**src/rtl/sec_alarm_pkg.sv**
```systemverilog
`timescale 1ns/1ps
package sec_alarm_pkg;

  // Byte offsets of the software-visible registers
  localparam logic [7:0] OFS_LOAD   = 8'h20;
  localparam logic [7:0] OFS_LEFT   = 8'h24;
  localparam logic [7:0] OFS_CEN    = 8'h28;
  localparam logic [7:0] OFS_CIE    = 8'h2C;
  localparam logic [7:0] OFS_CSTAT  = 8'h30;
  localparam logic [7:0] OFS_WEN    = 8'h44;
  localparam logic [7:0] OFS_WIE    = 8'h48;
  localparam logic [7:0] OFS_WSTAT  = 8'h4C;
  localparam logic [7:0] OFS_WAKE   = 8'h50;

  localparam int NUM_FLAGS = 2;
  localparam int FLAG_CNT  = 0;
  localparam int FLAG_WK   = 1;

  typedef enum logic [3:0] {
    SEL_NONE, SEL_LOAD, SEL_LEFT, SEL_CEN, SEL_CIE, SEL_CSTAT,
    SEL_WEN, SEL_WIE, SEL_WSTAT, SEL_WAKE
  } reg_sel_e;

  typedef struct packed {
    logic cnt_en;
    logic cnt_ie;
    logic wk_en;
    logic wk_ie;
    logic wake_cfg;
  } ctl_bits_t;

  typedef struct packed {
    logic ld;
    logic cnt_clr;
    logic wk_clr;
  } strobes_t;

endpackage

```
**src/rtl/sec_alarm_flag.sv**
```systemverilog
`timescale 1ns/1ps
module sec_alarm_flag (
  input  logic clk,
  input  logic rst_n,
  input  logic set_i,
  input  logic clr_i,
  output logic q_o
);
  logic q_d;
  logic q_q;
  logic q_we;

  // set has priority over a clearing write in the same cycle
  always_comb begin
    q_we = set_i | clr_i;
    q_d  = q_q;
    if (set_i)      q_d = 1'b1;
    else if (clr_i) q_d = 1'b0;
  end

  always_ff @(posedge clk or negedge rst_n) begin
    if (!rst_n)     q_q <= 1'b0;
    else if (q_we)  q_q <= q_d;
  end

  assign q_o = q_q;


  set_sticky_chk: assert property (@(posedge clk) disable iff (!rst_n)
    set_i |=> q_o);

  clr_wins_chk: assert property (@(posedge clk) disable iff (!rst_n)
    (clr_i && !set_i) |=> !q_o);

endmodule

```
**src/rtl/sec_alarm_cnt.sv**
```systemverilog
`timescale 1ns/1ps
module sec_alarm_cnt #(
  parameter int CNT_W = 32
) (
  input  logic             clk,
  input  logic             rst_n,
  input  logic             tick_i,
  input  logic             run_i,
  input  logic             ld_i,
  input  logic [CNT_W-1:0] ld_data_i,
  output logic [CNT_W-1:0] left_o,
  output logic [CNT_W-1:0] ld_val_o,
  output logic             expire_o
);
  localparam logic [CNT_W-1:0] ONE  = CNT_W'(1);
  localparam logic [CNT_W-1:0] ZERO = '0;

  logic [CNT_W-1:0] left_d, left_q;
  logic [CNT_W-1:0] ldv_q;
  logic             dec_en;
  logic             left_we;

  always_comb begin
    dec_en   = run_i & tick_i & (left_q != ZERO) & ~ld_i;
    left_we  = ld_i | dec_en;
    left_d   = left_q;
    expire_o = 1'b0;
    if (ld_i) begin
      left_d = ld_data_i;
    end else if (dec_en) begin
      left_d   = left_q - ONE;
      expire_o = (left_q == ONE);
    end
  end

  always_ff @(posedge clk or negedge rst_n) begin
    if (!rst_n)       left_q <= ZERO;
    else if (left_we) left_q <= left_d;
  end

  always_ff @(posedge clk or negedge rst_n) begin
    if (!rst_n)    ldv_q <= ZERO;
    else if (ld_i) ldv_q <= ld_data_i;
  end

  assign left_o   = left_q;
  assign ld_val_o = ldv_q;


  load_wins_chk: assert property (@(posedge clk) disable iff (!rst_n)
    ld_i |=> (left_o == $past(ld_data_i)));

  dec_step_chk: assert property (@(posedge clk) disable iff (!rst_n)
    (!ld_i && run_i && tick_i && left_o != ZERO) |=> (left_o == $past(left_o) - ONE));

  zero_hold_chk: assert property (@(posedge clk) disable iff (!rst_n)
    (!ld_i && left_o == ZERO) |=> (left_o == ZERO));

  idle_hold_chk: assert property (@(posedge clk) disable iff (!rst_n)
    (!ld_i && !(run_i && tick_i)) |=> $stable(left_o));

endmodule

```
**src/rtl/sec_alarm_regs.sv**
```systemverilog
`timescale 1ns/1ps
module sec_alarm_regs
  import sec_alarm_pkg::*;
#(
  parameter int ADDR_W = 8,
  parameter int DATA_W = 32,
  parameter int CNT_W  = 32
) (
  input  logic                 clk,
  input  logic                 rst_n,
  input  logic                 wr_i,
  input  logic [ADDR_W-1:0]    addr_i,
  input  logic [DATA_W-1:0]    wdata_i,
  input  logic [CNT_W-1:0]     left_i,
  input  logic [CNT_W-1:0]     ld_val_i,
  input  logic [NUM_FLAGS-1:0] pend_i,
  output ctl_bits_t            ctl_o,
  output strobes_t             strb_o,
  output logic [CNT_W-1:0]     ld_data_o,
  output logic [DATA_W-1:0]    rdata_o
);
  reg_sel_e  sel;
  ctl_bits_t ctl_d, ctl_q;
  logic      ctl_we;

  always_comb begin
    sel = SEL_NONE;
    if      (addr_i == ADDR_W'(OFS_LOAD))  sel = SEL_LOAD;
    else if (addr_i == ADDR_W'(OFS_LEFT))  sel = SEL_LEFT;
    else if (addr_i == ADDR_W'(OFS_CEN))   sel = SEL_CEN;
    else if (addr_i == ADDR_W'(OFS_CIE))   sel = SEL_CIE;
    else if (addr_i == ADDR_W'(OFS_CSTAT)) sel = SEL_CSTAT;
    else if (addr_i == ADDR_W'(OFS_WEN))   sel = SEL_WEN;
    else if (addr_i == ADDR_W'(OFS_WIE))   sel = SEL_WIE;
    else if (addr_i == ADDR_W'(OFS_WSTAT)) sel = SEL_WSTAT;
    else if (addr_i == ADDR_W'(OFS_WAKE))  sel = SEL_WAKE;
  end

  always_comb begin
    ctl_d  = ctl_q;
    ctl_we = 1'b0;
    if (wr_i) begin
      case (sel)
        SEL_CEN:  begin ctl_d.cnt_en   = wdata_i[0]; ctl_we = 1'b1; end
        SEL_CIE:  begin ctl_d.cnt_ie   = wdata_i[0]; ctl_we = 1'b1; end
        SEL_WEN:  begin ctl_d.wk_en    = wdata_i[0]; ctl_we = 1'b1; end
        SEL_WIE:  begin ctl_d.wk_ie    = wdata_i[0]; ctl_we = 1'b1; end
        SEL_WAKE: begin ctl_d.wake_cfg = wdata_i[0]; ctl_we = 1'b1; end
        default:  ;
      endcase
    end
  end

  always_ff @(posedge clk or negedge rst_n) begin
    if (!rst_n)      ctl_q <= '0;
    else if (ctl_we) ctl_q <= ctl_d;
  end

  always_comb begin
    strb_o.ld      = wr_i && (sel == SEL_LOAD);
    strb_o.cnt_clr = wr_i && (sel == SEL_CSTAT) && wdata_i[0];
    strb_o.wk_clr  = wr_i && (sel == SEL_WSTAT) && wdata_i[0];
  end

  assign ctl_o     = ctl_q;
  assign ld_data_o = CNT_W'(wdata_i);

  always_comb begin
    rdata_o = '0;
    case (sel)
      SEL_LOAD:  rdata_o = DATA_W'(ld_val_i);
      SEL_LEFT:  rdata_o = DATA_W'(left_i);
      SEL_CEN:   rdata_o = DATA_W'(ctl_q.cnt_en);
      SEL_CIE:   rdata_o = DATA_W'(ctl_q.cnt_ie);
      SEL_CSTAT: rdata_o = DATA_W'(pend_i[FLAG_CNT]);
      SEL_WEN:   rdata_o = DATA_W'(ctl_q.wk_en);
      SEL_WIE:   rdata_o = DATA_W'(ctl_q.wk_ie);
      SEL_WSTAT: rdata_o = DATA_W'(pend_i[FLAG_WK]);
      SEL_WAKE:  rdata_o = DATA_W'(ctl_q.wake_cfg);
      default:   rdata_o = '0;
    endcase
  end


  ctl_quiet_chk: assert property (@(posedge clk) disable iff (!rst_n)
    !wr_i |=> $stable(ctl_o));

endmodule

```
**src/rtl/sec_alarm.sv**
```systemverilog
`timescale 1ns/1ps
module sec_alarm
  import sec_alarm_pkg::*;
#(
  parameter int ADDR_W = 8,
  parameter int DATA_W = 32,
  parameter int CNT_W  = 32
) (
  input  logic              clk,
  input  logic              rst_n,
  input  logic              tick_i,
  input  logic              wk_hit_i,
  input  logic              bus_wr_i,
  input  logic [ADDR_W-1:0] bus_addr_i,
  input  logic [DATA_W-1:0] bus_wdata_i,
  output logic [DATA_W-1:0] bus_rdata_o,
  output logic              irq_o,
  output logic              wake_o
);
  localparam int SYNC_N = 2;

  logic [SYNC_N-1:0]    rst_sq;
  logic                 rst_sn;
  ctl_bits_t            ctl;
  strobes_t             strb;
  logic [CNT_W-1:0]     ld_data, left, ld_val;
  logic                 expire;
  logic [NUM_FLAGS-1:0] pend, flag_set, flag_clr;

  // reset: asserted asynchronously, released on the clock
  always_ff @(posedge clk or negedge rst_n) begin
    if (!rst_n) rst_sq <= '0;
    else        rst_sq <= {rst_sq[SYNC_N-2:0], 1'b1};
  end
  assign rst_sn = rst_sq[SYNC_N-1];

  sec_alarm_regs #(.ADDR_W(ADDR_W), .DATA_W(DATA_W), .CNT_W(CNT_W)) regs_i (
    .clk(clk), .rst_n(rst_sn), .wr_i(bus_wr_i), .addr_i(bus_addr_i),
    .wdata_i(bus_wdata_i), .left_i(left), .ld_val_i(ld_val), .pend_i(pend),
    .ctl_o(ctl), .strb_o(strb), .ld_data_o(ld_data), .rdata_o(bus_rdata_o)
  );

  sec_alarm_cnt #(.CNT_W(CNT_W)) cnt_i (
    .clk(clk), .rst_n(rst_sn), .tick_i(tick_i), .run_i(ctl.cnt_en),
    .ld_i(strb.ld), .ld_data_i(ld_data), .left_o(left), .ld_val_o(ld_val),
    .expire_o(expire)
  );

  always_comb begin
    flag_set[FLAG_CNT] = expire;
    flag_clr[FLAG_CNT] = strb.cnt_clr;
    flag_set[FLAG_WK]  = wk_hit_i & ctl.wk_en;
    flag_clr[FLAG_WK]  = strb.wk_clr;
  end

  for (genvar g = 0; g < NUM_FLAGS; g++) begin : g_flag
    sec_alarm_flag flag_i (
      .clk(clk), .rst_n(rst_sn), .set_i(flag_set[g]), .clr_i(flag_clr[g]),
      .q_o(pend[g])
    );
  end

  assign irq_o  = (pend[FLAG_CNT] & ctl.cnt_ie) | (pend[FLAG_WK] & ctl.wk_ie);
  assign wake_o = pend[FLAG_CNT] & ctl.wake_cfg;


  wake_gate_chk: assert property (@(posedge clk) disable iff (!rst_sn)
    wake_o |-> pend[FLAG_CNT]);

  irq_src_chk: assert property (@(posedge clk) disable iff (!rst_sn)
    irq_o |-> (pend != '0));

  wk_gate_chk: assert property (@(posedge clk) disable iff (!rst_sn)
    (!pend[FLAG_WK] && !ctl.wk_en) |=> !pend[FLAG_WK]);

endmodule

```
**config.mk**
```make
export PLATFORM = sky130hd
export DESIGN_NAME = sec_alarm
export DESIGN_NICKNAME = d
export VERILOG_FILES = /design/src/rtl/sec_alarm_pkg.sv /design/src/rtl/sec_alarm_flag.sv /design/src/rtl/sec_alarm_cnt.sv /design/src/rtl/sec_alarm_regs.sv /design/src/rtl/sec_alarm.sv
export SDC_FILE = /design/constraint.sdc
export NUM_CORES = 1
export LEC_CHECK = 0
export ABC_AREA = 1
export BUFFER_PORTS_ARGS = -buffer_cell sky130_fd_sc_hd__buf_4
export CORE_MARGIN = 2
export CORE_UTILIZATION = 50
export DETAILED_ROUTE_END_ITERATION = 8
export HOLD_SLACK_MARGIN = 0.15
export PLACE_DENSITY = 0.76
export SLEW_MARGIN = 15
export SYNTH_ARGS = -nofsm -noshare
export SYNTH_HDL_FRONTEND = slang
export SYNTH_SLANG_ARGS = --single-unit
```
**constraint.sdc**
```tcl
create_clock -name clk -period 5.8 [get_ports clk]
set_clock_uncertainty 0.1 [all_clocks]
set_input_delay 0.29 -clock clk [delete_from_list [all_inputs] [get_ports clk]]
set_output_delay 0.29 -clock clk [all_outputs]
set_load 0.02 [all_outputs]
```
# Yosys cells after proc, flatten, opt, wreduce, memory -nomap -nowiden
# Index checks and enable logic that the tools add are counted.
[word_totals] ff_bits=73 input_bits=45 output_inout_bits=34
[classes] n_addsub=1 eq_ne=19 n_mux=20 n_bitwise=12 reduce_logical=18
[ops] operator="32-bit one-hot mux with 9 select lines" count=1
[ops] operator="32-bit two-way mux" count=2
[ops] operator="8-bit by 6-bit equality test with 1-bit output (second input constant)" count=5
[ops] operator="4-bit two-way mux" count=9
[ops] operator="32-bit by 1-bit equality test with 1-bit output (second input constant)" count=1
[ops] operator="8-bit by 7-bit equality test with 1-bit output (second input constant)" count=4
[ops] operator="32-bit nonzero test" count=1
[ops] operator="32-bit by 1-bit subtractor with 32-bit output (second input constant)" count=1
[ops] operator="4-bit by 3-bit equality test with 1-bit output (second input constant)" count=4
[ops] operator="3-bit AND reduction" count=5
[ops] operator="4-bit by 2-bit equality test with 1-bit output (second input constant)" count=2
[ops] operator="4-bit equality test (second input constant)" count=2
[ops] operator="1-bit two-way mux" count=8
[ops] operator="1-bit AND" count=7
[ops] operator="2-bit AND reduction" count=3
[ops] operator="2-bit nonzero test" count=3
[ops] operator="1-bit logical AND" count=5
[ops] operator="5-bit OR reduction" count=1
[ops] operator="4-bit by 1-bit equality test with 1-bit output (second input constant)" count=1
[ops] operator="1-bit OR" count=4
[ops] operator="1-bit NOT" count=1

# Logic depth before layout (Yosys ltp)
# Gate-level depths: netlist (run 1).
[logic_depth] depth_word=18 ltp_mapped=12 ltp_nobuf=12

# By module
# A second synthesis (run 1) with hierarchy kept.
[unflattened] hier_cells=697 hier_area_um2=4825.9
[modules_own_cells] mod="sec_alarm_cnt" instances=1 cells_per_inst=458 area_each_um2=3399.5
[modules_own_cells] mod="sec_alarm_regs" instances=1 cells_per_inst=219 area_each_um2=1266.2
[modules_own_cells] mod="sec_alarm" instances=1 cells_per_inst=10 area_each_um2=80.1
[modules_own_cells] mod="sec_alarm_flag" instances=2 cells_per_inst=5 area_each_um2=40.0

# Least setup slack after synthesis (run 1)
# Ideal clock, no wire load.
[synth_path] kind="register -> register" startpoint="register cnt_i.left_q[0], in the netlist cnt_i.left_o[0]" endpoint="register cnt_i.left_q[13], in the netlist cnt_i.left_o[13]" t_arrival_ps=1743 t_required_ps=5581 slack_ps=3838 stages_incl_launch_ff=11 n_path_buf=1 period_less_slack_ps=1962 cell_sequence="dfrtp_1 > inv_1 > ha_1 > nand2_4 > nor2_4 > nand2_2 > o21bai_4 > nand2_4 > buf_6 > nand2_2 > o21ai_2"
[synth_between] elab_chain_len=5 elab_cells_between_ends=9
[synth_rtl] element="start: declaration" line="sec_alarm_cnt.sv:18" text="logic [CNT_W-1:0] left_d, left_q;"
[synth_rtl] element="start signal: assignment" line="sec_alarm_cnt.sv:38" text="else if (left_we) left_q <= left_d;"
[synth_rtl] element="branches (longest 5 deep; another with 32-bit by 1-bit subtractor with 32-bit output)"
# Several ways; the timed one is not identified. The select of a mux whose other input is x is not followed.
# A chain may end at the register's enable or synchronous reset.

# Final worst setup path (run 1)
[layout_path] startpoint="input bus_wr_i" endpoint="register cnt_i.left_q[0], in the netlist cnt_i.left_o[0]"
[layout_between] elab_chain_len=5 elab_cells_between_ends=7
[layout_rtl] element="start: declaration" line="sec_alarm.sv:13" text="input logic bus_wr_i,"
[layout_rtl] element="1-bit logical AND (*)" line="sec_alarm_regs.sv:60" text="strb_o.ld = wr_i && (sel == SEL_LOAD);"
[layout_rtl] element="1-bit NOT" line="sec_alarm_cnt.sv:24" text="dec_en = run_i & tick_i & (left_q != ZERO) & ~ld_i;"
[layout_rtl] element="1-bit AND" line="sec_alarm_cnt.sv:24"
[layout_rtl] element="2-bit nonzero test (no line) or 1-bit OR (tied branches)"
[layout_rtl] element="2-bit AND reduction (no line)"
# Mark *: on every way between the ends. The rest lies on a longest branch, timed or not.

==> results.md, run 1 <==
- Die width: around 100 µm
- RSZ-0062 raised after global routing: false
- Max-slew violations: 0
- Via count: 4658
- Hold path depth: 4
- FF+latch count, synth: between 70 and 80
- Core box area: 9109 µm²
- Slew headroom: 0.3281
- Hold Vio Cnt, Final: 0
- Xor/xnor share of the synthesized area: 0.01323
- GRT Total Usage: 0.2643
- Cells after synthesis: 651
- Initial antenna violation count: 0
- Largest family of logic cells by synthesized area: simple AND/OR/NAND/NOR gates
- Total chip power: 1.816 mW
- Post-layout min period: 3055 ps
- Portion of netlist area occupied by mux cells: 0
- CTS tree: built
- Row Count: 35
- H-tree levels: 3
- P_leak: between 2 and 3 nW
- Post-synth EDFFs: 0
- Mapped Area: 4636 µm²
- R2R cell count: 9
- Die ar.: about 10000 µm²
- Async set or reset register ratio after synthesis: 1.000
- Number of max-cap violations: 0
- CTS max path bufs: 2
- Final wirelength: 12440 µm
- Setup TNS: 0 ps
- Worst-margin pin slew: 1006 ps
- Initial DRC count: 271
- Post-DRT Antenna Nets: 0
- Final setup fails: 0
- Placed Cells incl. Taps: roughly 820
- Status: finished clean
- # port buffers: 78
- Critical path class: primary input to flop
- Internal: approximately 1.2 mW
- Fin crit share: 0.5267
- Syn avg cell area: 7.121 µm²
- Number of setup buffers added after CTS: 0
- Post-DP HPWL: 8412 µm
- Dominant synthesized flop cell: dfrtp_1
- Critical path capture point type: flop
- Sequential Power Share: 0.396
- Max Clock Freq: 0.3274 GHz
- Simple-gate portion of the synthesized area: 0.3223
- Final nets: 801
- Switching Fraction: 0.3516
- Hold Path Class: primary input to flop
- GPL Wtd Cong: 0.9224
- Critical Path AT: 3240 ps
- Clock root buffer: clkbuf_8
- Starting Density: 0.5089
- Num CTS Buffers: 9
- CTS Sinks: 73
- Total grt overflow: 0
- Die height: 100.3 µm
- Maximum VDD drop: around 0.18 mV
- Finished Layout Cells: 870
- I/O pin total: just under 80
- Largest net degree at the start of global routing: between 70 and 80
- CP Max Fanout: 67
- DR pass1 iterations: 5
- Power Density: a little over 300 nW/µm²
- Yosys top cell area share: 0.3941
- Worst setup SP type: primary input
- Share of power burned in the clock network: 0.307
- Avg WL per Cell: 14.30 µm
- Slowest-stage cell, CP: inv_2
- DRC violations left: 0
- # fillers: 822
- Vias/cell: 5.354
- R2R Setup Slk: 3040 ps
- Slowest stage delay, CP: 1070 ps
- First-pass GRT wire length: 21180 µm
- Crit path top cell by count: nand2_1
- Post-synth top area cell: dfrtp_1
- Vias in the first global route: 4691
- Cell variety after synth: 32
- Register area share after synthesis: 0.3941
- Antenna diodes: 0
- Layout area overhead: 26.34%
- Crit path cell chain: dlygate4sd3_1, buf_4, nand3_2, inv_2, nand2_1, o21ai_0, nand2_1, o21ai_2
- Psw: 638.7 µW
- CTS clock-pin slew for the worst setup and hold paths: 80 ps
- Ys Warns: 0
- Dominant cells by area after synthesis: dfrtp_1 39%, nand2_1 15%, inv_1 6.9%
- Clock latency on the worst-skew pair: 370 ps
- Post-Synth Adder-Cell Area: 0.005398
- Share of cells above drive strength 1: 0.2161
- Post-synth net total: 698
- Critical Path RT: 5990 ps
- Compound-Gate Fraction of Synth Area: 0.1628
- Combinational Power Share: 0.298
layout make-up:
class / count / area (µm²) / share of cell area
well taps: 111 / 138.9 / 0.02371
flip-flops and latches: 73 / 1828 / 0.3121
repair buffers: 114 / 943.4 / 0.1611
clock inverters: 5 / 125.1 / 0.02136
inverters: 87 / 326.6 / 0.05576
clock buffers: 11 / 151.4 / 0.02585
multi-input cells: 469 / 2344 / 0.4001
synth_stat cells (all sizes together), types with 4 or more instances:
library cell and number:
nand2 205, inv 87, nor2 83, o21ai 79, dfrtp 73, nand3 33, o22ai 33, buf 17
nand4 9, nor3 7, xor2 7, clkbuf 5, a21oi 4
what timing repair did:
item | 4_1_cts | 5_1_grt
resized for setup | 0 | 0
hold buffers | 35 | 0
endpoints found under the hold margin | 53 | 0
per-stage QoR:
stage               hold WS [ps]  setup slack, ps  cell area [µm²]    util
floorplan                 -105.6             3517             4636       -
global placement          -27.04             2652             5225  0.5736
detailed placement        -26.57             2539             5225  0.5736
CTS                        175.1             2803             5852  0.6424
global route               216.4             2419             5857  0.6430
finish                     173.5             2745             5857  0.6430
cells in the final DEF (no fill, tap or decap), drive strengths merged:
cell type and instances:
a211oi 1, a21oi 4, buf 79, bufinv 4
clkbuf 11, clkinv 1, conb 1, dfrtp 73
dlygate4sd3 35, ha 2, inv 87, nand2 205
nand3 33, nand4 9, nor2 83, nor3 7
nor4 2, o211ai 1, o21ai 79, o21bai 2
o22ai 33, xor2 7
metal layers:
layer / vias up / GRT usage / routed length [µm]
met5: - / 0 / 0
met4: 0 / 0.08851 / 229
met3: 19 / 0.04457 / 598
met2: 127 / 0.4605 / 6180
met1: 2218 / 0.3329 / 5434
li1: 2294 / - / -
cells by family (layout without fill, tap and decap cells):
family | after synthesis | count (layout)
buffers and inverters | 109 | 217
adders and majority gates | 2 | 2
and+or+nand+nor | 339 | 339
xor gates and xnor gates | 7 | 7
other | 1 | 1
AOI/OAI and AO/OA | 120 | 120
DFF | 73 | 73
registers in the layout (all words and copies together) (netlist names):
name / cells
rst_sq: 2
regs_i.ctl_o: 5
cnt_i.ld_val_o: 32
g_flag.flag_i.q_o: 2
cnt_i.left_o: 32
worst paths after layout:
check	to	from
worst max register to register	cnt_i.left_o[0]$_DFFE_PN0P_	cnt_i.left_o[0]$_DFFE_PN0P_
max in group asynchronous	cnt_i.left_o[8]$_DFFE_PN0P_	rst_sq[1]$_DFF_PN0_
min in group asynchronous	cnt_i.ld_val_o[26]$_DFFE_PN0P_	rst_sq[1]$_DFF_PN0_
worst min register to register	rst_sq[1]$_DFF_PN0_	rst_sq[0]$_DFF_PN0_
worst min-delay path	regs_i.ctl_o[1]$_DFFE_PN0P_	bus_addr_i[7]
worst max-delay path	cnt_i.left_o[0]$_DFFE_PN0P_	bus_wr_i
power groups by stage:
stage	clock network [mW]	logic, mW	registers (mW)
finish	0.557	0.541	0.719
global route	0.581	0.620	0.731
CTS	0.561	0.540	0.715
global placement	0	0.503	0.721
detailed placement	0	0.518	0.723
floorplan	0	0.406	0.701
critical path: cells and delay by family:
| kind | cells | cell delay, ps |
|---|---|---|
| AO/OA/AOI/OAI | 2 | 250 |
| AND/OR/NAND/NOR | 3 | 960 |
| buffers and inverters | 3 | 1740 |
Note: power is estimated with default switching activity, not from simulation.
==> run 2, diff against run 1 <==
Clock period 5.8 ns to 3.15 ns, I/O delays scaled along.
==> results.md, run 2 (same netlist as run 1, synthesis figures left out) <==
- Status: finished clean
- Critical path capture point type: output port
- DR pass1 iterations: 6 (+1)
- Clock latency on the worst-skew pair: 350 ps (-20 ps)
- Worst-margin pin slew: 847.6 ps (-158.9 ps)
- GRT Total Usage: 0.2645 (+0.0002654)
- Most frequent cells in the layout: 182 x nand2_1, 85 x inv_1, 84 x buf_4
- Register Area: 1828 µm² (unchanged)
- CP Max Fanout: 17 (-75%)
- H-tree levels: 3 (unchanged)
- Worst setup margin: 317.9 ps (-2427 ps)
- Hold Vio Cnt, Final: 0 (unchanged)
- RSZ-0062 raised after global routing: false
- CTS max path bufs: 2 (unchanged)
- Pre-CTS setup slack: 518.8 ps (-2020 ps)
- Initial DRC count: 220 (-19%)
- Largest net degree at the start of global routing: 56 (-22%)
- DRC violations left: 0 (unchanged)
- Row Count: 35 (unchanged)
- Die ar.: 10060 µm² (unchanged)
- Via count: 4692 (+0.73%)
- Area of the multi-input gates: 2338 µm² (-0.21%)
- Vias/cell: 5.302 (-0.98%)
- Vias in the first global route: 4687 (-0.085%)
- Placed Cells incl. Taps: 825 (+0.73%)
- Avg WL per Cell: 14.23 µm (-0.51%)
- Post-DRT Antenna Nets: 0 (unchanged)
- Number of max-cap violations: 0 (unchanged)
- Final setup fails: 0 (unchanged)
- GPL Wtd Cong: 0.9394 (+1.8%)
- Hold Path Class: primary input to flop
- Layout area overhead: 29.12%
- P_leak: 2.951 nW (+1.7%)
- Setup TNS: 0 ps (unchanged)
- CTS tree: built
- Die height: 100.3 µm (unchanged)
- Critical Path RT: 2890 ps (-3100 ps)
- Post-DP HPWL: 8923 µm (+6.1%)
- Max-slew violations: 0 (unchanged)
- Post-layout min period: approximately 2800 ps
- CTS Sinks: 73 (unchanged)
- Max Clock Freq: between 0.3 and 0.4 GHz
- Worst setup SP type: primary input
- Die width: 100.3 µm (unchanged)
- Total grt overflow: 0 (unchanged)
- Slew headroom: 0.4350 (+0.1069)
- # port buffers: 78 (unchanged)
- Util after Layout: 0.6571 (+0.01415)
- Finished Layout Cells: 885 (+1.7%)
- Final wirelength: 12590 µm (+1.2%)
- Critical Path AT: 2570 ps (-670 ps)
- # fillers: 809 (-1.6%)
- Fin crit share: 0.8991
- First-pass GRT wire length: 21320 µm (+0.68%)
- Initial antenna violation count: 0 (unchanged)
- Power Density: 550.6 nW/µm² (+78%)
- Starting Density: 0.5089 (unchanged)
- Share of cells above drive strength 1: 0.2171 (+0.0009805)
- I/O pin total: 79 (unchanged)
- Num CTS Buffers: 9 (unchanged)
- Number of setup buffers added after CTS: 0 (unchanged)
- Final nets: 816 (+1.9%)
- CTS clock-pin slew for the worst setup and hold paths: 70 ps (about the same)
- Most common cell after layout, fill and taps aside: nand2_1
- Total chip power: 3.296 mW (+81%)
- Clock root buffer: clkbuf_8
- Antenna diodes: 0 (unchanged)
- PostCTS Resize Cnt: 0 (unchanged)
- Maximum VDD drop: 0.3052 mV (+72%)
- Critical path class: primary input to output port
- Core box area: 9109 µm² (unchanged)
-- run 2: changes by cell type in the layout (fill, tap and decap cells not counted) --
cell	change
buf_12	+1
buf_4	+5
bufinv_16	-1
clkbuf_8	+1
clkinv_2	-1
clkinvlp_4	+1
dlygate4sd3_1	+9
nand2_1	+2
nand2_2	-2
-- run 2: layer usage --
layer,GRT usage,part of all wire,vias to the layer above
li1,-,-,2322
met1,0.3320,0.43,2187
met2,0.4646,0.50,155
met3,0.04875,0.054,28
met4,0.07798,0.019,0
met5,0,0,-
-- run 2: final timing paths --
path | startpoint | to | slack (ps) | cells after the start
max | bus_addr_i[6] | bus_rdata_o[0] | 320 | 11
min | bus_addr_i[4] | regs_i.ctl_o[3]$_DFFE_PN0P_ | 170 | 6
max reg2reg | cnt_i.left_o[0]$_DFFE_PN0P_ | cnt_i.left_o[5]$_DFFE_PN0P_ | 460 | 9
min reg2reg | rst_sq[1]$_DFF_PN0_ | cnt_i.ld_val_o[31]$_DFFE_PN0P_ | 180 | 0
max in group asynchronous | rst_sq[1]$_DFF_PN0_ | cnt_i.left_o[11]$_DFFE_PN0P_ | 2000 | 1
min in group asynchronous | rst_sq[1]$_DFF_PN0_ | cnt_i.ld_val_o[31]$_DFFE_PN0P_ | 180 | 0
-- run 2: area by class of cell --
type	count	area share
Sequential cell	73	0.3054
Clock inverter	4	0.01630
Inverter	87	0.05456
Clock buffer	12	0.02759
Tap cell	111	0.02320
Multi-Input combinational cell	469	0.3907
Timing Repair Buffer	129	0.1823
-- run 2: worst max-delay path, cell delays in order --
cell,delay [ps]
dlygate4sd3_1,540
buf_4,140
inv_1,80
nand2_1,90
nor3_4,230
nand2_1,480
buf_4,390
o22ai_1,170
inv_1,60
nand3_1,90
buf_4,150
-- run 2: power breakdown --
group	switching (mW)	internal [mW]	total (mW)
clock network	0.371	0.592	0.963
registers	0.205	1.12	1.33
logic	0.599	0.408	1.01
total	1.18	2.12	3.30
-- run 2: through the flow --
stage               hold WS [ps]  area [µm²]
floorplan                 -238.1        4636
global placement          -160.0        5283
detailed placement        -159.2        5283
CTS                        155.8        5986
global route               237.8        5986
finish                     167.4        5986
-- run 2: timing repair --
action / 4_1_cts / 5_1_grt
hold buffers: 44 / 0
endpoints found under the hold margin: 71 / 0
endpoints found under the setup margin: 0 / 0
==> run 3, diff against run 2 <==
Settings changed: PLACE_DENSITY 0.76 to 0.79.
Clock period 3.15 ns to 2.6 ns, I/O delays scaled along.
==> results.md, run 3 (same netlist as run 1, synthesis figures left out) <==
- Slew headroom: 0.5785 (+0.1435)
- DR pass1 iterations: 5 (-1)
- Avg WL per Cell: 14.89 µm (+4.7%)
- Vias in the first global route: 4654 (-0.70%)
- Antenna diodes: 0 (unchanged)
- Hold Vio Cnt, Final: 0 (unchanged)
- Most frequent cells in the layout: 180 x nand2_1, 89 x buf_4, 84 x inv_1
- Post-DRT Antenna Nets: 0 (unchanged)
- Register Area: 1828 µm² (unchanged)
- Share of cells above drive strength 1: 0.2222 (+0.005168)
- Starting Density: 0.5089 (unchanged)
- CP Max Fanout: 3 (-14)
- Final wirelength: 13320 µm (+5.7%)
- Maximum VDD drop: 0.3456 mV (+13%)
- Initial DRC count: 317 (+44%)
- First-pass GRT wire length: 22010 µm (+3.2%)
- Post-layout min period: 2488 ps
- Total chip power: 3.762 mW (+14%)
- Max-slew violations: 0 (unchanged)
- Finished Layout Cells: 894 (+1.0%)
- Final nets: 825 (+1.1%)
- Core box area: 9109 µm² (unchanged)
- Clock root buffer: clkbuf_8
- Area of the multi-input gates: 2346 µm² (+0.32%)
- Via count: 4716 (+0.51%)
- Post-DP HPWL: 9366 µm (+5.0%)
- Number of max-cap violations: 0 (unchanged)
- Die ar.: 10060 µm² (unchanged)
- Die width: 100.3 µm (unchanged)
- Worst-margin pin slew: 626.5 ps (-221.1 ps)
- Hold Path Class: flop to async pin
- Critical path class: primary input to flop
- Total grt overflow: 0 (unchanged)
- Largest net degree at the start of global routing: 38 (-32%)
- Power Density: 627.3 nW/µm² (+14%)
- CTS tree: built
- I/O pin total: 79 (unchanged)
- Critical Path RT: 2790 ps (-100 ps)
- Placed Cells incl. Taps: 829 (+0.48%)
- Worst setup SP type: primary input
- # fillers: 790 (-2.3%)
- Pre-CTS setup slack: 411.6 ps (-107.2 ps)
- Max Clock Freq: between 0.4 and 0.5 GHz
- DRC violations left: 0 (unchanged)
- Critical Path AT: 2680 ps (+110 ps)
- Critical path capture point type: flop
- CTS Sinks: 73 (unchanged)
- Initial antenna violation count: 0 (unchanged)
- CTS max path bufs: 2 (unchanged)
- Die height: 100.3 µm (unchanged)
- # port buffers: 78 (unchanged)
- Status: finished clean
- Most common cell after layout, fill and taps aside: nand2_1
- Fin crit share: 0.9571
- Layout area overhead: 29.37%
- R2R cell count: 10 (+1)
- Vias/cell: 5.275 (-0.50%)
- Num CTS Buffers: 9 (unchanged)
- CTS clock-pin slew for the worst setup and hold paths: 80 ps (about the same)
- P_leak: 2.962 nW (+0.37%)
- RSZ-0062 raised after global routing: false
- Clock latency on the worst-skew pair: 350 ps (about the same)
- Row Count: 35 (unchanged)
- GRT Total Usage: 0.2731 (+0.008518)
- Worst setup margin: 111.7 ps (-206.2 ps)
- GPL Wtd Cong: 0.9206 (-2.0%)
- H-tree levels: 3 (unchanged)
- Final setup fails: 0 (unchanged)
- Setup TNS: 0 ps (unchanged)
[run 3: cell count changes in the layout (fill, tap and decap cells not counted), moves of 2 or more]
cell and delta:
clkinv_2 +2, dlygate4sd3_1 +4, clkbuf_8 -2, clkbuf_1 +3, nand2_1 -2, buf_4 +5, nand2_2 +2, bufinv_16 -2
[run 3: critical path: stages]
cell and delay, ps:
dlygate4sd3_1 540, buf_4 140, inv_1 80, nand2_2 70, nor3_4 250, nand2_2 90, nor2_2 120, nand2_1 60
dlygate4sd3_1 560, o21ai_0 70, dlygate4sd3_1 560
[run 3: through the flow]
step	instance area (µm²)	hold slack [ps]	utilization
final	5997	155.5	0.6584
after global routing	5997	193.3	0.6584
after CTS	5982	159.2	0.6567
after detailed placement	5313	-183.0	0.5832
after global placement	5313	-187.4	0.5832
after floorplan	4636	-265.6	-
[run 3: power by group]
group          switching, mW  total [mW]  internal, mW
clock network          0.437       0.905         0.469
registers              0.249        1.61          1.36
logic                  0.750        1.25         0.499
total                   1.44        3.76          2.33
[run 3: cell type report]
cell class / count / share of cell area
Multi-Input combinational cell: 469 / 0.3912
Sequential cell: 73 / 0.3048
Timing Repair Buffer: 138 / 0.1949
Inverter: 87 / 0.05445
Clock buffer: 13 / 0.02483
Tap cell: 111 / 0.02316
Clock inverter: 3 / 0.006676
[run 3: timing repair]
| action | in CTS | in global routing |
|---|---|---|
| endpoints found under the hold margin | 72 | 0 |
| resized for setup | 0 | 4 |
| setup endpoints to repair | 0 | 1 |
| hold buffers | 48 | 0 |
| buffers inserted | 0 | 1 |
[run 3: final timing paths]
path | slack, ps | end | startpoint
max | 110 | regs_i.ctl_o[3]$_DFFE_PN0P_ | bus_addr_i[7]
min | 160 | cnt_i.ld_val_o[24]$_DFFE_PN0P_ | rst_sq[1]$_DFF_PN0_
max reg2reg | 380 | cnt_i.left_o[28]$_DFFE_PN0P_ | cnt_i.left_o[0]$_DFFE_PN0P_
min reg2reg | 160 | cnt_i.ld_val_o[24]$_DFFE_PN0P_ | rst_sq[1]$_DFF_PN0_
max in group asynchronous | 1490 | cnt_i.left_o[6]$_DFFE_PN0P_ | rst_sq[1]$_DFF_PN0_
min in group clk | 170 | g_flag[0].flag_i.q_o$_DFFE_PN0P_ | bus_addr_i[5]
[run 3: layer usage]
layer / up-vias / track usage / wire length, µm
li1: 2340 / - / -
met3: 26 / 0.03621 / 579
met1: 2204 / 0.3458 / 5811
met2: 146 / 0.4796 / 6640
met5: - / 0 / 0
met4: 0 / 0.09378 / 284
